## config.mk

```make
export PLATFORM = sky130hd
export DESIGN_NAME = mgr_bus_seq
export DESIGN_NICKNAME = d
export VERILOG_FILES = /design/src/rtl/mbs_pkg.sv /design/src/rtl/mbs_timer.sv /design/src/rtl/mbs_rdbuf.sv /design/src/rtl/mbs_ctrl.sv /design/src/rtl/mgr_bus_seq.sv
export SDC_FILE = /design/constraint.sdc
export NUM_CORES = 1
export LEC_CHECK = 0
export CAP_MARGIN = 10
export CORE_ASPECT_RATIO = 1.2
export CORE_MARGIN = 10
export CORE_UTILIZATION = 35
export CTS_CLUSTER_SIZE = 12
export DETAILED_ROUTE_END_ITERATION = 6
export PLACE_DENSITY = 0.66
export SLEW_MARGIN = 0
export SYNTH_ARGS = -nofsm -noshare
export SYNTH_HDL_FRONTEND = slang
export SYNTH_SLANG_ARGS = --single-unit
```

## constraint.sdc

```tcl
create_clock -name clk -period 16.7 [get_ports clk]
set_clock_uncertainty 0.2 [all_clocks]
set_input_delay 2.505 -clock clk [delete_from_list [all_inputs] [get_ports clk]]
set_output_delay 2.505 -clock clk [all_outputs]
set_load 0.05 [all_outputs]
```

## src/rtl/mbs_pkg.sv

```systemverilog
package mbs_pkg;
  typedef enum logic [2:0] {
    ST_IDLE,
    ST_PRE,
    ST_LOAD,
    ST_CMD,
    ST_POLL,
    ST_READ
  } step_t;
endpackage

```

## src/rtl/mbs_timer.sv

```systemverilog
module mbs_timer #(
  parameter int LOW_CLKS  = 2,
  parameter int HIGH_CLKS = 2
) (
  input  logic clk,
  input  logic rst,
  input  logic go,
  output logic strb,
  output logic sample,
  output logic last
);
  localparam int TOT = LOW_CLKS + HIGH_CLKS;
  localparam int CW  = $clog2(TOT + 1);

  logic          active;
  logic [CW-1:0] cnt;

  always_ff @(posedge clk) begin
    if (rst) begin
      active <= 1'b0;
      cnt    <= '0;
      strb   <= 1'b1;
    end else if (go) begin
      active <= 1'b1;
      cnt    <= '0;
      strb   <= 1'b0;
    end else if (active) begin
      if (cnt == CW'(TOT - 1)) begin
        active <= 1'b0;
        cnt    <= '0;
      end else begin
        cnt <= cnt + CW'(1);
        if (cnt == CW'(LOW_CLKS - 1)) strb <= 1'b1;
      end
    end
  end

  assign sample = active && (cnt == CW'(LOW_CLKS - 1));
  assign last   = active && (cnt == CW'(TOT - 1));


  low_min_chk: assert property (@(posedge clk) disable iff (rst)
    $fell(strb) |=> !strb);

  high_min_chk: assert property (@(posedge clk) disable iff (rst)
    $rose(strb) |=> strb);

  go_slot_chk: assert property (@(posedge clk) disable iff (rst)
    go |-> (!active || last));
endmodule

```

## src/rtl/mbs_rdbuf.sv

```systemverilog
module mbs_rdbuf #(
  parameter int DATA_W = 8,
  parameter int DEPTH  = 13,
  parameter int AW     = $clog2(DEPTH)
) (
  input  logic              clk,
  input  logic              we,
  input  logic [AW-1:0]     waddr,
  input  logic [DATA_W-1:0] wdata,
  input  logic [AW-1:0]     raddr,
  output logic [DATA_W-1:0] rdata
);
  logic [DATA_W-1:0] mem [DEPTH];

  always_ff @(posedge clk) begin
    if (we) mem[waddr] <= wdata;
    rdata <= mem[raddr];
  end
endmodule

```

## src/rtl/mbs_ctrl.sv

```systemverilog
module mbs_ctrl
  import mbs_pkg::*;
#(
  parameter int DATA_W   = 8,
  parameter int MAX_REGS = 13,
  parameter int CNT_W    = $clog2(MAX_REGS + 1),
  parameter int IDX_W    = $clog2(MAX_REGS)
) (
  input  logic                       clk,
  input  logic                       rst,
  input  logic                       start,
  input  logic                       prepoll,
  input  logic [CNT_W-1:0]           n_load,
  input  logic [CNT_W-1:0]           n_read,
  input  logic [DATA_W-1:0]          instr,
  input  logic [MAX_REGS*DATA_W-1:0] load_bytes,
  input  logic [DATA_W-1:0]          bus_din,
  input  logic                       sample,
  input  logic                       last,
  output logic                       go,
  output logic                       dc,
  output logic                       rw,
  output logic                       oe,
  output logic [DATA_W-1:0]          dout,
  output logic                       busy,
  output logic                       done,
  output logic                       buf_we,
  output logic [IDX_W-1:0]           buf_waddr,
  output logic [DATA_W-1:0]          buf_wdata
);
  localparam logic [CNT_W-1:0] CAP = CNT_W'(MAX_REGS);

  step_t                       step, nxt_step;
  logic [IDX_W-1:0]            idx, nxt_idx;
  logic [CNT_W-1:0]            nl, nr, nl_in, nr_in;
  logic [DATA_W-1:0]           instr_q, cur_instr;
  logic [MAX_REGS*DATA_W-1:0]  bytes_q, cur_bytes;
  logic                        ack_q, issue, finish;
  logic                        more_load, more_read;
  logic                        acc_dc, acc_rw, acc_oe;
  logic [DATA_W-1:0]           acc_dout;

  assign nl_in     = (n_load > CAP) ? CAP : n_load;
  assign nr_in     = (n_read > CAP) ? CAP : n_read;
  assign cur_instr = (step == ST_IDLE) ? instr : instr_q;
  assign cur_bytes = (step == ST_IDLE) ? load_bytes : bytes_q;
  assign more_load = (CNT_W'(idx) + CNT_W'(1)) < nl;
  assign more_read = (CNT_W'(idx) + CNT_W'(1)) < nr;

  always_comb begin
    nxt_step = step;
    nxt_idx  = idx;
    issue    = 1'b0;
    finish   = 1'b0;
    unique case (step)
      ST_IDLE: if (start) begin
        issue    = 1'b1;
        nxt_idx  = '0;
        nxt_step = prepoll ? ST_PRE : ((nl_in != '0) ? ST_LOAD : ST_CMD);
      end
      ST_PRE: if (last) begin
        issue = 1'b1;
        if (ack_q) begin
          nxt_idx  = '0;
          nxt_step = (nl != '0) ? ST_LOAD : ST_CMD;
        end
      end
      ST_LOAD: if (last) begin
        issue = 1'b1;
        if (more_load) nxt_idx = idx + IDX_W'(1);
        else begin
          nxt_idx  = '0;
          nxt_step = ST_CMD;
        end
      end
      ST_CMD: if (last) begin
        issue    = 1'b1;
        nxt_step = ST_POLL;
      end
      ST_POLL: if (last) begin
        if (!ack_q) issue = 1'b1;
        else if (nr != '0) begin
          issue    = 1'b1;
          nxt_idx  = '0;
          nxt_step = ST_READ;
        end else finish = 1'b1;
      end
      ST_READ: if (last) begin
        if (more_read) begin
          issue   = 1'b1;
          nxt_idx = idx + IDX_W'(1);
        end else finish = 1'b1;
      end
      default: ;
    endcase
  end

  always_comb begin
    acc_dc   = 1'b0;
    acc_rw   = 1'b1;
    acc_oe   = 1'b0;
    acc_dout = '0;
    unique case (nxt_step)
      ST_LOAD: begin
        acc_dc   = 1'b1;
        acc_rw   = 1'b0;
        acc_oe   = 1'b1;
        acc_dout = cur_bytes[nxt_idx*DATA_W +: DATA_W];
      end
      ST_CMD: begin
        acc_rw   = 1'b0;
        acc_oe   = 1'b1;
        acc_dout = cur_instr;
      end
      ST_READ: acc_dc = 1'b1;
      default: ;
    endcase
  end

  always_ff @(posedge clk) begin
    if (rst) begin
      step  <= ST_IDLE;
      idx   <= '0;
      nl    <= '0;
      nr    <= '0;
      dc    <= 1'b0;
      rw    <= 1'b1;
      oe    <= 1'b0;
      dout  <= '0;
      busy  <= 1'b0;
      done  <= 1'b0;
      ack_q <= 1'b0;
    end else begin
      done <= 1'b0;
      if (sample) ack_q <= bus_din[DATA_W-1];
      if (step == ST_IDLE && start) begin
        nl      <= nl_in;
        nr      <= nr_in;
        instr_q <= instr;
        bytes_q <= load_bytes;
      end
      if (issue) begin
        step  <= nxt_step;
        idx   <= nxt_idx;
        dc    <= acc_dc;
        rw    <= acc_rw;
        oe    <= acc_oe;
        busy  <= 1'b1;
        ack_q <= 1'b0;
        if (acc_oe) dout <= acc_dout;
      end else if (finish) begin
        step <= ST_IDLE;
        busy <= 1'b0;
        done <= 1'b1;
        oe   <= 1'b0;
      end
    end
  end

  assign go        = issue;
  assign buf_we    = sample && (step == ST_READ);
  assign buf_waddr = idx;
  assign buf_wdata = bus_din;


  oe_write_only_chk: assert property (@(posedge clk) disable iff (rst)
    oe |-> !rw);

  poll_after_cmd_chk: assert property (@(posedge clk) disable iff (rst)
    (last && step == ST_CMD) |=> (rw && !dc && busy));

  start_taken_chk: assert property (@(posedge clk) disable iff (rst)
    (start && !busy) |=> busy);

  done_idle_chk: assert property (@(posedge clk) disable iff (rst)
    done |-> !busy);
endmodule

```

## src/rtl/mgr_bus_seq.sv

```systemverilog
module mgr_bus_seq #(
  parameter int DATA_W    = 8,
  parameter int MAX_REGS  = 13,
  parameter int LOW_CLKS  = 2,
  parameter int HIGH_CLKS = 2,
  parameter int CNT_W     = $clog2(MAX_REGS + 1),
  parameter int IDX_W     = $clog2(MAX_REGS)
) (
  input  logic                       clk,
  input  logic                       rst,
  input  logic                       start,
  input  logic                       prepoll,
  input  logic [CNT_W-1:0]           n_load,
  input  logic [CNT_W-1:0]           n_read,
  input  logic [DATA_W-1:0]          instr,
  input  logic [MAX_REGS*DATA_W-1:0] load_bytes,
  output logic                       busy,
  output logic                       done,
  input  logic [IDX_W-1:0]           rd_addr,
  output logic [DATA_W-1:0]          rd_data,
  output logic                       mb_dc,
  output logic                       mb_rw,
  output logic                       mb_strb,
  output logic [DATA_W-1:0]          mb_dout,
  output logic                       mb_oe,
  input  logic [DATA_W-1:0]          mb_din
);
  logic              go, sample, last, buf_we;
  logic [IDX_W-1:0]  buf_waddr;
  logic [DATA_W-1:0] buf_wdata;

  mbs_timer #(.LOW_CLKS(LOW_CLKS), .HIGH_CLKS(HIGH_CLKS)) u_timer (
    .clk(clk), .rst(rst), .go(go), .strb(mb_strb), .sample(sample), .last(last)
  );

  mbs_ctrl #(.DATA_W(DATA_W), .MAX_REGS(MAX_REGS), .CNT_W(CNT_W), .IDX_W(IDX_W)) u_ctrl (
    .clk(clk), .rst(rst), .start(start), .prepoll(prepoll),
    .n_load(n_load), .n_read(n_read), .instr(instr), .load_bytes(load_bytes),
    .bus_din(mb_din), .sample(sample), .last(last), .go(go),
    .dc(mb_dc), .rw(mb_rw), .oe(mb_oe), .dout(mb_dout),
    .busy(busy), .done(done),
    .buf_we(buf_we), .buf_waddr(buf_waddr), .buf_wdata(buf_wdata)
  );

  mbs_rdbuf #(.DATA_W(DATA_W), .DEPTH(MAX_REGS), .AW(IDX_W)) u_rdbuf (
    .clk(clk), .we(buf_we), .waddr(buf_waddr), .wdata(buf_wdata),
    .raddr(rd_addr), .rdata(rd_data)
  );


  sel_hold_chk: assert property (@(posedge clk) disable iff (rst)
    $rose(mb_strb) |=> ($stable(mb_rw) && $stable(mb_dc)));

  low_steady_chk: assert property (@(posedge clk) disable iff (rst)
    (!mb_strb && !$past(mb_strb)) |->
      ($stable(mb_dc) && $stable(mb_rw) && $stable(mb_dout) && $stable(mb_oe)));
endmodule

```

# After elaboration in Yosys (flattened, before gate mapping)
# Memory sizes are Yosys's and may differ from the RTL's. A register that Yosys moved wholly into a read port is not among the register bits.
# Index checks and enable logic that the tools add are counted.
# classes
n_lt_le_gt_ge	4
eq_ne	11
bitwise_logic	1
addsub	2
reduce_logical	18
mux	62
n_shift	1
# ops
cell	count
2-to-1 mux 104 bit	1
variable part select 104 x 8 -> 8 bit	1
2-to-1 mux 4 bit	12
2-to-1 mux 3 bit	13
2-to-1 mux 1 bit	30
case mux 4 bit (5 select lines)	1
case mux 8 bit (2 select lines)	1
equality test 3 x 2 -> 1 bit (second input constant)	5
case mux 3 bit (5 select lines)	1
nonzero test 4 bit	3
equality test 3 bit (second input constant)	3
greater-than comparator 4 bit (second input constant)	2
< comparator 4 bit	2
2-to-1 mux 8 bit	1
equality test 3 x 1 -> 1 bit (second input constant)	2
nonzero test 2 bit	3
OR reduction 2 bit	3
adder 4 x 1 -> 4 bit (second input constant)	1
logical AND 1 bit	4
case mux 1 bit (4 select lines)	1
AND reduction 2 bit	2
adder 3 x 1 -> 3 bit (second input constant)	1
logical NOT 3 bit	1
AND reduction 3 bit	1
other kinds (4)	4
# word_totals
mem_bits_rw	104
output_inout_bits	22
word_cells	116
ff_bits	146
in_bits	136
mem_count	1
# mem_list
memory	depth	width	read_ports	rd_ports_with_merged_regs	write_ports	line	rtl
u_rdbuf.mem	13	8	1	1	1	mbs_rdbuf.sv:13	logic [DATA_W-1:0] mem [DEPTH];

# Longest topological paths before layout
# Gate-level depths: netlist of run 1.
# logic_depth
ltp_word	11
ltp_mapped	14
mapped_depth_nobuf	12

# By module
# A second synthesis of run 1 with hierarchy kept.
# hier_totals
cells_unflattened	757
area_unflattened_um2	11728.7
# by_module_without_submodules
mod	n_inst	cells_each	area_each_um2	seq_area_each_um2
mbs_ctrl	1	540	7258.2	3943.8
mbs_rdbuf	1	192	4239.1	3283.1
mbs_timer	1	25	231.5	100.1

# Worst setup path before layout of run 1
# OpenSTA, ideal clock, no wires.
# synth_timing
path_kind	input port to flip-flop
from	input port start
to	register u_ctrl.bytes_q[0], enable pin
setup_ps	584
t_required_ps	15916
n_path_buf	1
setup_slack_ps	8144
arrival_time_ps	7772
cell_stages	3
path_cell_list	or4b_1 -> buf_2 -> nor2_1
# synth_via
elab_chain_cells	2
# synth_rtl
item	line	rtl
start: declaration	mgr_bus_seq.sv:11	input logic start,
logical AND 1 bit	mbs_ctrl.sv:136	if (step == ST_IDLE && start) begin
AND reduction 2 bit (no line)	--	
end signal: assignment	mbs_ctrl.sv:140	bytes_q <= load_bytes;
end: declaration	mbs_ctrl.sv:37	logic [MAX_REGS*DATA_W-1:0] bytes_q, cur_bytes;
# Every way passes these cells.
# A chain may end at the register's enable or synchronous reset.

# Worst setup path after layout of run 1
# layout_timing
from	input port start
to	register u_ctrl.bytes_q[45], enable pin
# Same word-level chain as after synthesis.

==> results of run 1 <==
==> path summary, 6_finish.rpt <==
| path | from | to | slack (ns) |
|---|---|---|---|
| worst max-delay path | start | u_ctrl.bytes_q[45] | 11.08 |
| worst min-delay path | u_ctrl.nl[3] | u_ctrl.nl[3] | 0.27 |
| worst max register to register | u_ctrl.buf_waddr[0] | u_ctrl.dout[4] | 12.09 |
| worst min register to register | u_ctrl.nl[3] | u_ctrl.nl[3] | 0.27 |
==> state kept, by name (all words and copies together), names as in the netlist, 3 cells and up <==
signal,flops
u_ctrl.nl,4
u_timer.cnt,3
u_ctrl.bytes_q,104
u_ctrl.step,3
u_ctrl.dout,8
u_ctrl.buf_waddr,4
u_ctrl.instr_q,8
u_rdbuf.mem,104
u_ctrl.nr,4
u_rdbuf.rdata,8
==> layout make-up <==
type                    instances  area [sq um]  area share
flip-flops and latches        258          7330       0.512
multi-input cells             400          3890       0.272
well taps                     407           509      0.0356
clock buffers                  39           783      0.0547
clock inverters                10           125     0.00874
inverters                      14          52.6     0.00367
repair buffers                165          1630       0.114
==> cells in the final DEF, fill, tap and decap left out, types with 12 or more instances in the layout <==
master / count
mux2i_1: 22
inv_1: 14
edfxtp_1: 216
ha_1: 12
mux4_2: 72
a22oi_1: 14
clkdlybuf4s50_1: 157
clkbuf_16: 29
a21oi_1: 24
nand2_1: 43
nor2_1: 36
dfxtp_1: 42
o21ai_0: 24
==> metal layers <==
metal,GRT usage,wire length (um),vias up
met4,0.0331,510,0
met5,0,0,-
li1,-,-,3205
met3,0.0398,2120,40
met2,0.227,13700,233
met1,0.175,11600,3512
==> through the flow <==
step,power [mW],setup slack [ns],hold WS [ns],util,instances
2_1_floorplan,0.851,8.14,0.245,-,716
3_3_place_gp,0.921,10.58,0.265,0.415,1244
3_5_place_dp,0.924,10.51,0.265,0.415,1244
4_1_cts,1.54,11.08,0.274,0.443,1293
5_1_grt,1.58,10.91,0.296,0.443,1293
6_report,1.52,11.08,0.273,0.443,1293
==> logic make-up (layout without fill, tap and decap cells) <==
group,Yosys count,count (layout),synth area share
fa+ha+maj,12,12,0.0131
simple gates,149,149,0.0656
buf+inv,58,228,0.0255
compound gates,137,137,0.0860
xor+xnor,1,1,0.000762
flops,258,258,0.638
mux,101,101,0.171
==> where the power goes <==
part	internal (mW)	total (mW)	switching, mW
combinational	0.0858	0.176	0.0897
clock	0.370	0.614	0.244
sequential	0.722	0.732	0.0101
total	1.18	1.52	0.344
==> critical path, stage by stage <==
cell and delay [ns]:
clkdlybuf4s50_1 0.51, or4b_1 0.72, nor2_4 0.89, buf_4 0.87
==> summary.txt, run 1 <==
status - finished, final reports clean
PortBufs - 157
Worst R2R Path Depth - 11
vias - 6990
first-pass GRT wire length - 43900 um
Die Span Y - 218 um
Synth Flop Type - edfxtp_1
relative slew slack - 0.235
Static Leakage - 4.71 nW
Max Freq - 178 MHz
area grow syn2layout - 24.7%
largest net degree at the start of global routing - 75
cell area after synthesis - 11500 sq um
die width - 185 um
number of core rows - 72
critical path class - primary input to flip-flop
antenna cells - 0
clock buffer count from CTS - 28
max_cap viols - 0
synth warn - 0
CTS tree - yes
Peak VDD IR - 0.0759 mV
worst-case clock buffer depth - 3
fraction of registers with async set/reset - 0
routed len/inst - 21.6 um
Req. time, crit path - 16.65 ns
count of filler cells inserted in the layout - 2821
Period Utilization, post-route - 0.336
Synth area leader - edfxtp_1
fin crit period - 5.62 ns
endpoints failing setup - 0
count of pins over their slew limit - 0
Avg Inst Size Synth - 16.0 sq um
hold buffers post-CTS - 0
Worst Max-Slew Pin Slew - 1.15 ns
vias in the first global route - 7399
WP data arrival - 5.57 ns
gr ovfl total - 0
layout cells sized above 1 - 0.160
RSZ-0062 raised after global routing - false
Post-synth EDFFs - 216
maximum fanout along the worst path - 74
GRT Util Overall - 0.138
final hold viol count - 0
Yosys reg bits - 258
antenna violations before repair - 0
CTS Root Cell - clkbuf_16
Num Clock Sinks - 258
Hold Path Cell Cnt - 2
H-tree depth - 1
Cell Pwr Density - 106 nW/um^2
most common cell in the netlist - edfxtp_1
Area after DPL - 13400 sq um
clock-pin slew on the worst setup and hold paths - 0.06 ns
IO Pins - 158
die area - 40500 sq um
post-synthesis sequential area ratio - 0.638
Syn Inst Count - 716
DRC viols - 0
Synth top area share - 0.565
Hold Path Class - flip-flop to flip-flop
final WL - 27900 um
Final HPWL DP - 19700 um
Via density - 5.41
drt first pass iters - 5
nets - 1015
Worst Setup End Kind - flip-flop
drt first-iter violations - 391
Resized Gates After CTS - 0
post-CTS setup buffers - 0
Placeable Area - 32300 sq um
Initial Utilization - 0.355
TNS Setup - 0 ns
Clk Latency, worst-skew pair - 0.54 ns
top cells by area, synth - edfxtp_1 (56%), mux4_2 (14%), dfxtp_1 (7.3%)
Synth top cells by count - edfxtp_1 (216), mux4_2 (72), nand2_1 (43)
RePlAce Congestion - 0.840
unique cell type count in the Yosys netlist - 69
post-route ant nets - 0
final instance area - 14300 sq um
Syn Nets - 864
critical path launch point type - primary input
(Power assumes the default switching activity.)
==> run 2: changes to the inputs <==
--- a/config.mk
+++ b/config.mk
@@ -11,7 +11,7 @@
 export CORE_UTILIZATION = 35
 export CTS_CLUSTER_SIZE = 12
 export DETAILED_ROUTE_END_ITERATION = 6
-export PLACE_DENSITY = 0.66
+export PLACE_DENSITY = 0.68
 export SLEW_MARGIN = 0
 export SYNTH_ARGS = -nofsm -noshare
 export SYNTH_HDL_FRONTEND = slang
==> constraint.sdc (replaced) <==
create_clock -name clk -period 5 [get_ports clk]
set_clock_uncertainty 0.2 [all_clocks]
set_input_delay 0.75 -clock clk [delete_from_list [all_inputs] [get_ports clk]]
set_output_delay 0.75 -clock clk [all_outputs]
set_load 0.05 [all_outputs]
==> summary.txt, run 2 (same netlist as run 1, synthesis figures left out) <==
Hold Path Cell Cnt - 2 (unchanged)
worst min-delay path startpoint - u_ctrl.nl[2] (was u_ctrl.nl[3])
die width - 185 um (unchanged)
Clk Latency, worst-skew pair - 0.53 ns (was 0.54 ns)
RePlAce Congestion - 0.839 (was 0.840)
Via density - 5.40 (was 5.41)
vias in the first global route - 7604 (was 7399)
IO Pins - 158 (unchanged)
Worst Max-Slew Pin Slew - 1.12 ns (was 1.15 ns)
Final HPWL DP - 20800 um (was 19700 um)
WHS Endpoint - u_ctrl.nl[2] (was u_ctrl.nl[3])
nets - 1028 (was 1015)
antenna violations before repair - 4 (was 0)
worst-case clock buffer depth - 3 (unchanged)
critical path class - flip-flop to flip-flop (was primary input to flip-flop)
area grow syn2layout - 25.1% (was 24.7%)
count of filler cells inserted in the layout - 2824 (was 2821)
Die Span Y - 218 um (unchanged)
RSZ-0062 raised after global routing - false (unchanged)
critical path launch point type - flip-flop (was primary input)
Multi-input gate area - 3880 sq um (was 3890 sq um)
final WL - 28200 um (was 27900 um)
CTS tree - yes (unchanged)
maximum fanout along the worst path - 26 (was 74)
Reg area - 7330 sq um (unchanged)
Reg2Reg Setup Slack - 0.76 ns (was 12.09 ns)
Req. time, crit path - 5.21 ns (was 16.65 ns)
clock-pin slew on the worst setup and hold paths - 0.06 ns (about the same)
max_cap viols - 0 (unchanged)
drt first-iter violations - 505 (was 391)
count of pins over their slew limit - 0 (unchanged)
fin crit period - 4.24 ns
WP data arrival - 4.45 ns (was 5.57 ns)
Initial Utilization - 0.355 (unchanged)
die area - 40500 sq um (unchanged)
final hold viol count - 0 (unchanged)
Placeable Area - 32300 sq um (unchanged)
CTS Root Cell - clkbuf_16 (unchanged)
Cell Pwr Density - 344 nW/um^2 (was 106 nW/um^2)
Static Leakage - 4.75 nW (was 4.71 nW)
TNS Setup - 0 ns (unchanged)
Levels on crit path - 13 (was 4)
Peak VDD IR - 0.252 mV (was 0.0759 mV)
largest registers - u_ctrl.bytes_q (104), u_rdbuf.mem (104) (unchanged)
routed len/inst - 21.5 um (was 21.6 um)
CP max-delay cell - dfxtp_1 (was nor2_4)
Reg-to-Reg Start - u_ctrl.buf_waddr[0] (unchanged)
Resized Gates After CTS - 0 (unchanged)
hold buffers post-CTS - 0 (unchanged)
Max Freq - 236 MHz
H-tree depth - 1 (unchanged)
worst setup margin - 0.760 ns (was 11.08 ns)
gr ovfl total - 0 (unchanged)
largest net degree at the start of global routing - 53 (was 75)
Top delay family on crit path - compound AO/OA/AOI/OAI gates (was simple AND/OR/NAND/NOR gates)
Period Utilization, post-route - 0.848
number of core rows - 72 (unchanged)
post-route ant nets - 0 (unchanged)
first-pass GRT wire length - 44200 um (was 43900 um)
PortBufs - 157 (unchanged)
GRT Util Overall - 0.138 (about the same)
Buf+Inv Stages, Crit Path - 3 (was 2)
cells along the critical path - inv_1, ha_1, ha_1, o211ai_1, o211ai_1, a211oi_4, buf_4, mux2_4, buf_4, mux4_2, a221o_1, o21ai_1, a31oi_1 (was clkdlybuf4s50_1, or4b_1, nor2_4, buf_4)
Hold Path Class - flip-flop to flip-flop (unchanged)
Worst R2R Path Depth - 13 (was 11)
worst r2r dst - u_ctrl.dout[2] (was u_ctrl.dout[4])
post-CTS setup buffers - 0 (unchanged)
vias - 7054 (was 6990)
DRC viols - 0 (unchanged)
relative slew slack - 0.251 (was 0.235)
Worst Setup End Kind - flip-flop (unchanged)
commonest non-fill, non-tap cell in the layout - edfxtp_1 (unchanged)
commonest cells after routing, fill and taps aside - edfxtp_1 (216), clkdlybuf4s50_1 (157), mux4_2 (72) (unchanged)
DP Worst Slack - 0.794 ns (was 10.51 ns)
clock buffer count from CTS - 27 (was 28)
drt first pass iters - 4 (was 5)
endpoints failing setup - 0 (unchanged)
status - finished, final reports clean (unchanged)
Num Clock Sinks - 258 (unchanged)
layout cells sized above 1 - 0.169 (was 0.160)
crit-path max cell delay - 0.59 ns (was 0.89 ns)
-- run 2: layout make-up --
cell class,instances,share of cell area
inverter,14,0.00366
sequential,258,0.510
antenna,1,0.000174
clock inverter,4,0.00174
multi-input combinational,400,0.270
clock buffer,44,0.0559
tap,407,0.0354
timing repair buffer,179,0.123
-- run 2: per-stage QoR --
| stage | power [mW] | utilization | hold WS (ns) | instances | cell area (sq um) |
|---|---|---|---|---|---|
| after floorplan | 2.84 | - | 0.245 | 716 | 11500 |
| after global placement | 3.09 | 0.419 | 0.265 | 1258 | 13500 |
| after detailed placement | 3.10 | 0.419 | 0.272 | 1258 | 13500 |
| after CTS | 5.00 | 0.444 | 0.283 | 1306 | 14400 |
| after global routing | 5.13 | 0.444 | 0.296 | 1306 | 14400 |
| final | 4.94 | 0.445 | 0.279 | 1307 | 14400 |
-- run 2: how the worst max path moves through the flow --
stage,start,end
after CTS,u_ctrl.buf_waddr[0],u_ctrl.dout[2]
after global routing,u_ctrl.buf_waddr[0],u_ctrl.dout[2]
after global placement,u_ctrl.buf_waddr[0],u_ctrl.dout[1]
after floorplan,start,u_ctrl.bytes_q[0]
final,u_ctrl.buf_waddr[0],u_ctrl.dout[2]
after detailed placement,u_ctrl.buf_waddr[0],u_ctrl.dout[2]
-- run 2: power by group --
group	switching (mW)	internal (mW)	leakage (nW)
Combinational	0.312	0.298	2.03
Clock	0.798	1.09	0.400
Sequential	0.0282	2.41	2.32
Total	1.14	3.80	4.75
-- run 2: worst register-to-register path, stage by stage, from the launching register on --
cell and delay (ns):
dfxtp_1 0.59, inv_1 0.25, ha_1 0.41, ha_1 0.29, o211ai_1 0.19, o211ai_1 0.19, a211oi_4 0.27, buf_4 0.22
mux2_4 0.43, buf_4 0.27, mux4_2 0.31, a221o_1 0.31, o21ai_1 0.13, a31oi_1 0.06
-- run 2: metal layers --
metal	GRT usage	routed length, um
met5	0	44
met4	0.0391	660
met3	0.0453	2250
met2	0.240	14300
met1	0.158	10900
==> run 3: changes to the inputs <==
==> constraint.sdc (replaced) <==
create_clock -name clk -period 3.7 [get_ports clk]
set_clock_uncertainty 0.2 [all_clocks]
set_input_delay 0.555 -clock clk [delete_from_list [all_inputs] [get_ports clk]]
set_output_delay 0.555 -clock clk [all_outputs]
set_load 0.05 [all_outputs]
==> summary.txt, run 3 (same netlist as run 1, synthesis figures left out) <==
Multi-input gate area - 3920 sq um (was 3880 sq um)
maximum fanout along the worst path - 5 (was 26)
largest net degree at the start of global routing - 38 (was 53)
final instance area - 14800 sq um (was 14400 sq um)
Clk Latency, worst-skew pair - 0.55 ns (was 0.53 ns)
Cell Pwr Density - 457 nW/um^2 (was 344 nW/um^2)
max_cap viols - 0 (unchanged)
Max Freq - 281 MHz (was 236 MHz)
WP data arrival - 3.78 ns (was 4.45 ns)
Layout Utilization - 0.459 (was 0.445)
post-route insts no fill - 1352 (was 1307)
hold buffers post-CTS - 0 (unchanged)
GRT Util Overall - 0.142 (was 0.138)
largest registers - u_ctrl.bytes_q (104), u_rdbuf.mem (104) (unchanged)
die area - 40500 sq um (unchanged)
status - finished, final reports clean (unchanged)
antenna cells - 0 (was 1)
Worst Setup End Kind - flip-flop (unchanged)
drt first-iter violations - 478 (was 505)
Period Utilization, post-route - 0.963 (was 0.848)
H-tree depth - 1 (unchanged)
area grow syn2layout - 29.2% (was 25.1%)
drt first pass iters - 7 (was 4)
antenna violations before repair - 0 (was 4)
endpoints failing setup - 0 (unchanged)
final WL - 28700 um (was 28200 um)
CTS Root Cell - clkbuf_16 (unchanged)
relative slew slack - 0.442 (was 0.251)
gr ovfl total - 0 (unchanged)
Worst Max-Slew Pin Slew - 0.834 ns (was 1.12 ns)
critical path launch point type - flip-flop (unchanged)
Area after DPL - 13800 sq um (was 13500 sq um)
routed len/inst - 21.2 um (was 21.5 um)
Static Leakage - 5.02 nW (was 4.75 nW)
Num Clock Sinks - 258 (unchanged)
Req. time, crit path - 3.91 ns (was 5.21 ns)
Reg area - 7330 sq um (about the same)
Die Span Y - 218 um (unchanged)
DRC viols - 0 (unchanged)
number of core rows - 72 (unchanged)
first-pass GRT wire length - 45100 um (was 44200 um)
nets - 1072 (was 1028)
IO Pins - 158 (unchanged)
crit-path max cell delay - 0.37 ns (was 0.59 ns)
clock buffer count from CTS - 28 (was 27)
vias in the first global route - 7814 (was 7604)
worst-case clock buffer depth - 3 (unchanged)
Final HPWL DP - 21000 um (was 20800 um)
fin crit period - 3.56 ns (was 4.24 ns)
critical path class - flip-flop to flip-flop (unchanged)
Via density - 5.33 (was 5.40)
layout cells sized above 1 - 0.216 (was 0.169)
clock-pin slew on the worst setup and hold paths - 0.06 ns (about the same)
commonest non-fill, non-tap cell in the layout - edfxtp_1 (unchanged)
Hold Path Class - flip-flop to flip-flop (unchanged)
cells along the critical path - ha_2, nor2b_1, or2_2, ha_1, o211ai_1, o211ai_1, a211oi_4, buf_4, buf_4, a22oi_1, nand2_1, a211oi_1, a21oi_1, a2bb2oi_1 (was inv_1, ha_1, ha_1, o211ai_1, o211ai_1, a211oi_4, buf_4, mux2_4, buf_4, mux4_2, a221o_1, o21ai_1, a31oi_1)
Placeable Area - 32300 sq um (unchanged)
die width - 185 um (unchanged)
count of filler cells inserted in the layout - 2771 (was 2824)
post-route ant nets - 0 (unchanged)
final hold viol count - 0 (unchanged)
Placed Instances - 1291 (was 1258)
CTS tree - yes (unchanged)
Peak VDD IR - 0.380 mV (was 0.252 mV)
RePlAce Congestion - 0.853 (was 0.839)
commonest cells after routing, fill and taps aside - edfxtp_1 (216), clkdlybuf4s50_1 (157), mux4_2 (72) (unchanged)
Initial Utilization - 0.355 (unchanged)
CP max-delay cell - a22oi_1 (was dfxtp_1)
PortBufs - 157 (unchanged)
count of pins over their slew limit - 0 (unchanged)
vias - 7210 (was 7054)
TNS Setup - 0 ns (unchanged)
## run 3: changes by cell type in the layout (fill, tap and decap cells not counted), sizes merged
cell,delta
clkinv,+3
inv,+1
clkbuf,-1
buf,+42
bufinv,+1
diode,-1
## run 3: worst paths after layout
| path | startpoint | end | slack, ns | cells after the start |
|---|---|---|---|---|
| hold / removal | u_ctrl.oe | u_ctrl.oe | 0.27 | 2 |
| setup / recovery | u_ctrl.buf_waddr[0] | u_ctrl.dout[6] | 0.14 | 14 |
| setup reg to reg | u_ctrl.buf_waddr[0] | u_ctrl.dout[6] | 0.14 | 14 |
| hold reg to reg | u_ctrl.oe | u_ctrl.oe | 0.27 | 2 |
## run 3: area by class of cell
cell class	count	area share
clock inverters	9	0.00615
flip-flops and latches	258	0.494
repair buffers	222	0.146
clock buffers	42	0.0521
inverters	14	0.00354
well taps	407	0.0343
multi-input cells	400	0.264
## run 3: layer usage
metal,GRT usage,vias to the layer above,share of wire
li1,-,3324,-
met1,0.179,3572,0.41
met2,0.230,267,0.49
met3,0.0397,47,0.077
met4,0.0469,0,0.025
met5,0,-,0
## run 3: where the power goes
group	internal (mW)	switching, mW	total (mW)
Sequential	3.26	0.0434	3.30
Clock	1.52	1.11	2.63
Combinational	0.430	0.431	0.861
## run 3: timing repair
item,CTS,global route
resized for setup,1,9
pin swaps,1,3
gates cloned,0,1
setup endpoints to repair,7,8
buffers inserted,0,9
## run 3: metrics by stage
step                hold WS, ns  total power, mW  setup slack, ns
floorplan                 0.245             3.83           0.0978
global placement          0.265             4.21           0.0458
detailed placement        0.260             4.22           -0.101
CTS                       0.268             6.87           0.0278
global route              0.304             7.06          -0.0352
finish                    0.266             6.79            0.137
## run 3: worst max-delay path: cells and delay by family (launching register included)
kind / cells / cell delay [ns]
AO/OA/AOI/OAI: 7 / 1.40
AND/OR/NAND/NOR: 3 / 0.66
adder cells (fa/ha/maj): 2 / 0.50
flip-flops: 1 / 0.35
buffers and inverters: 2 / 0.31
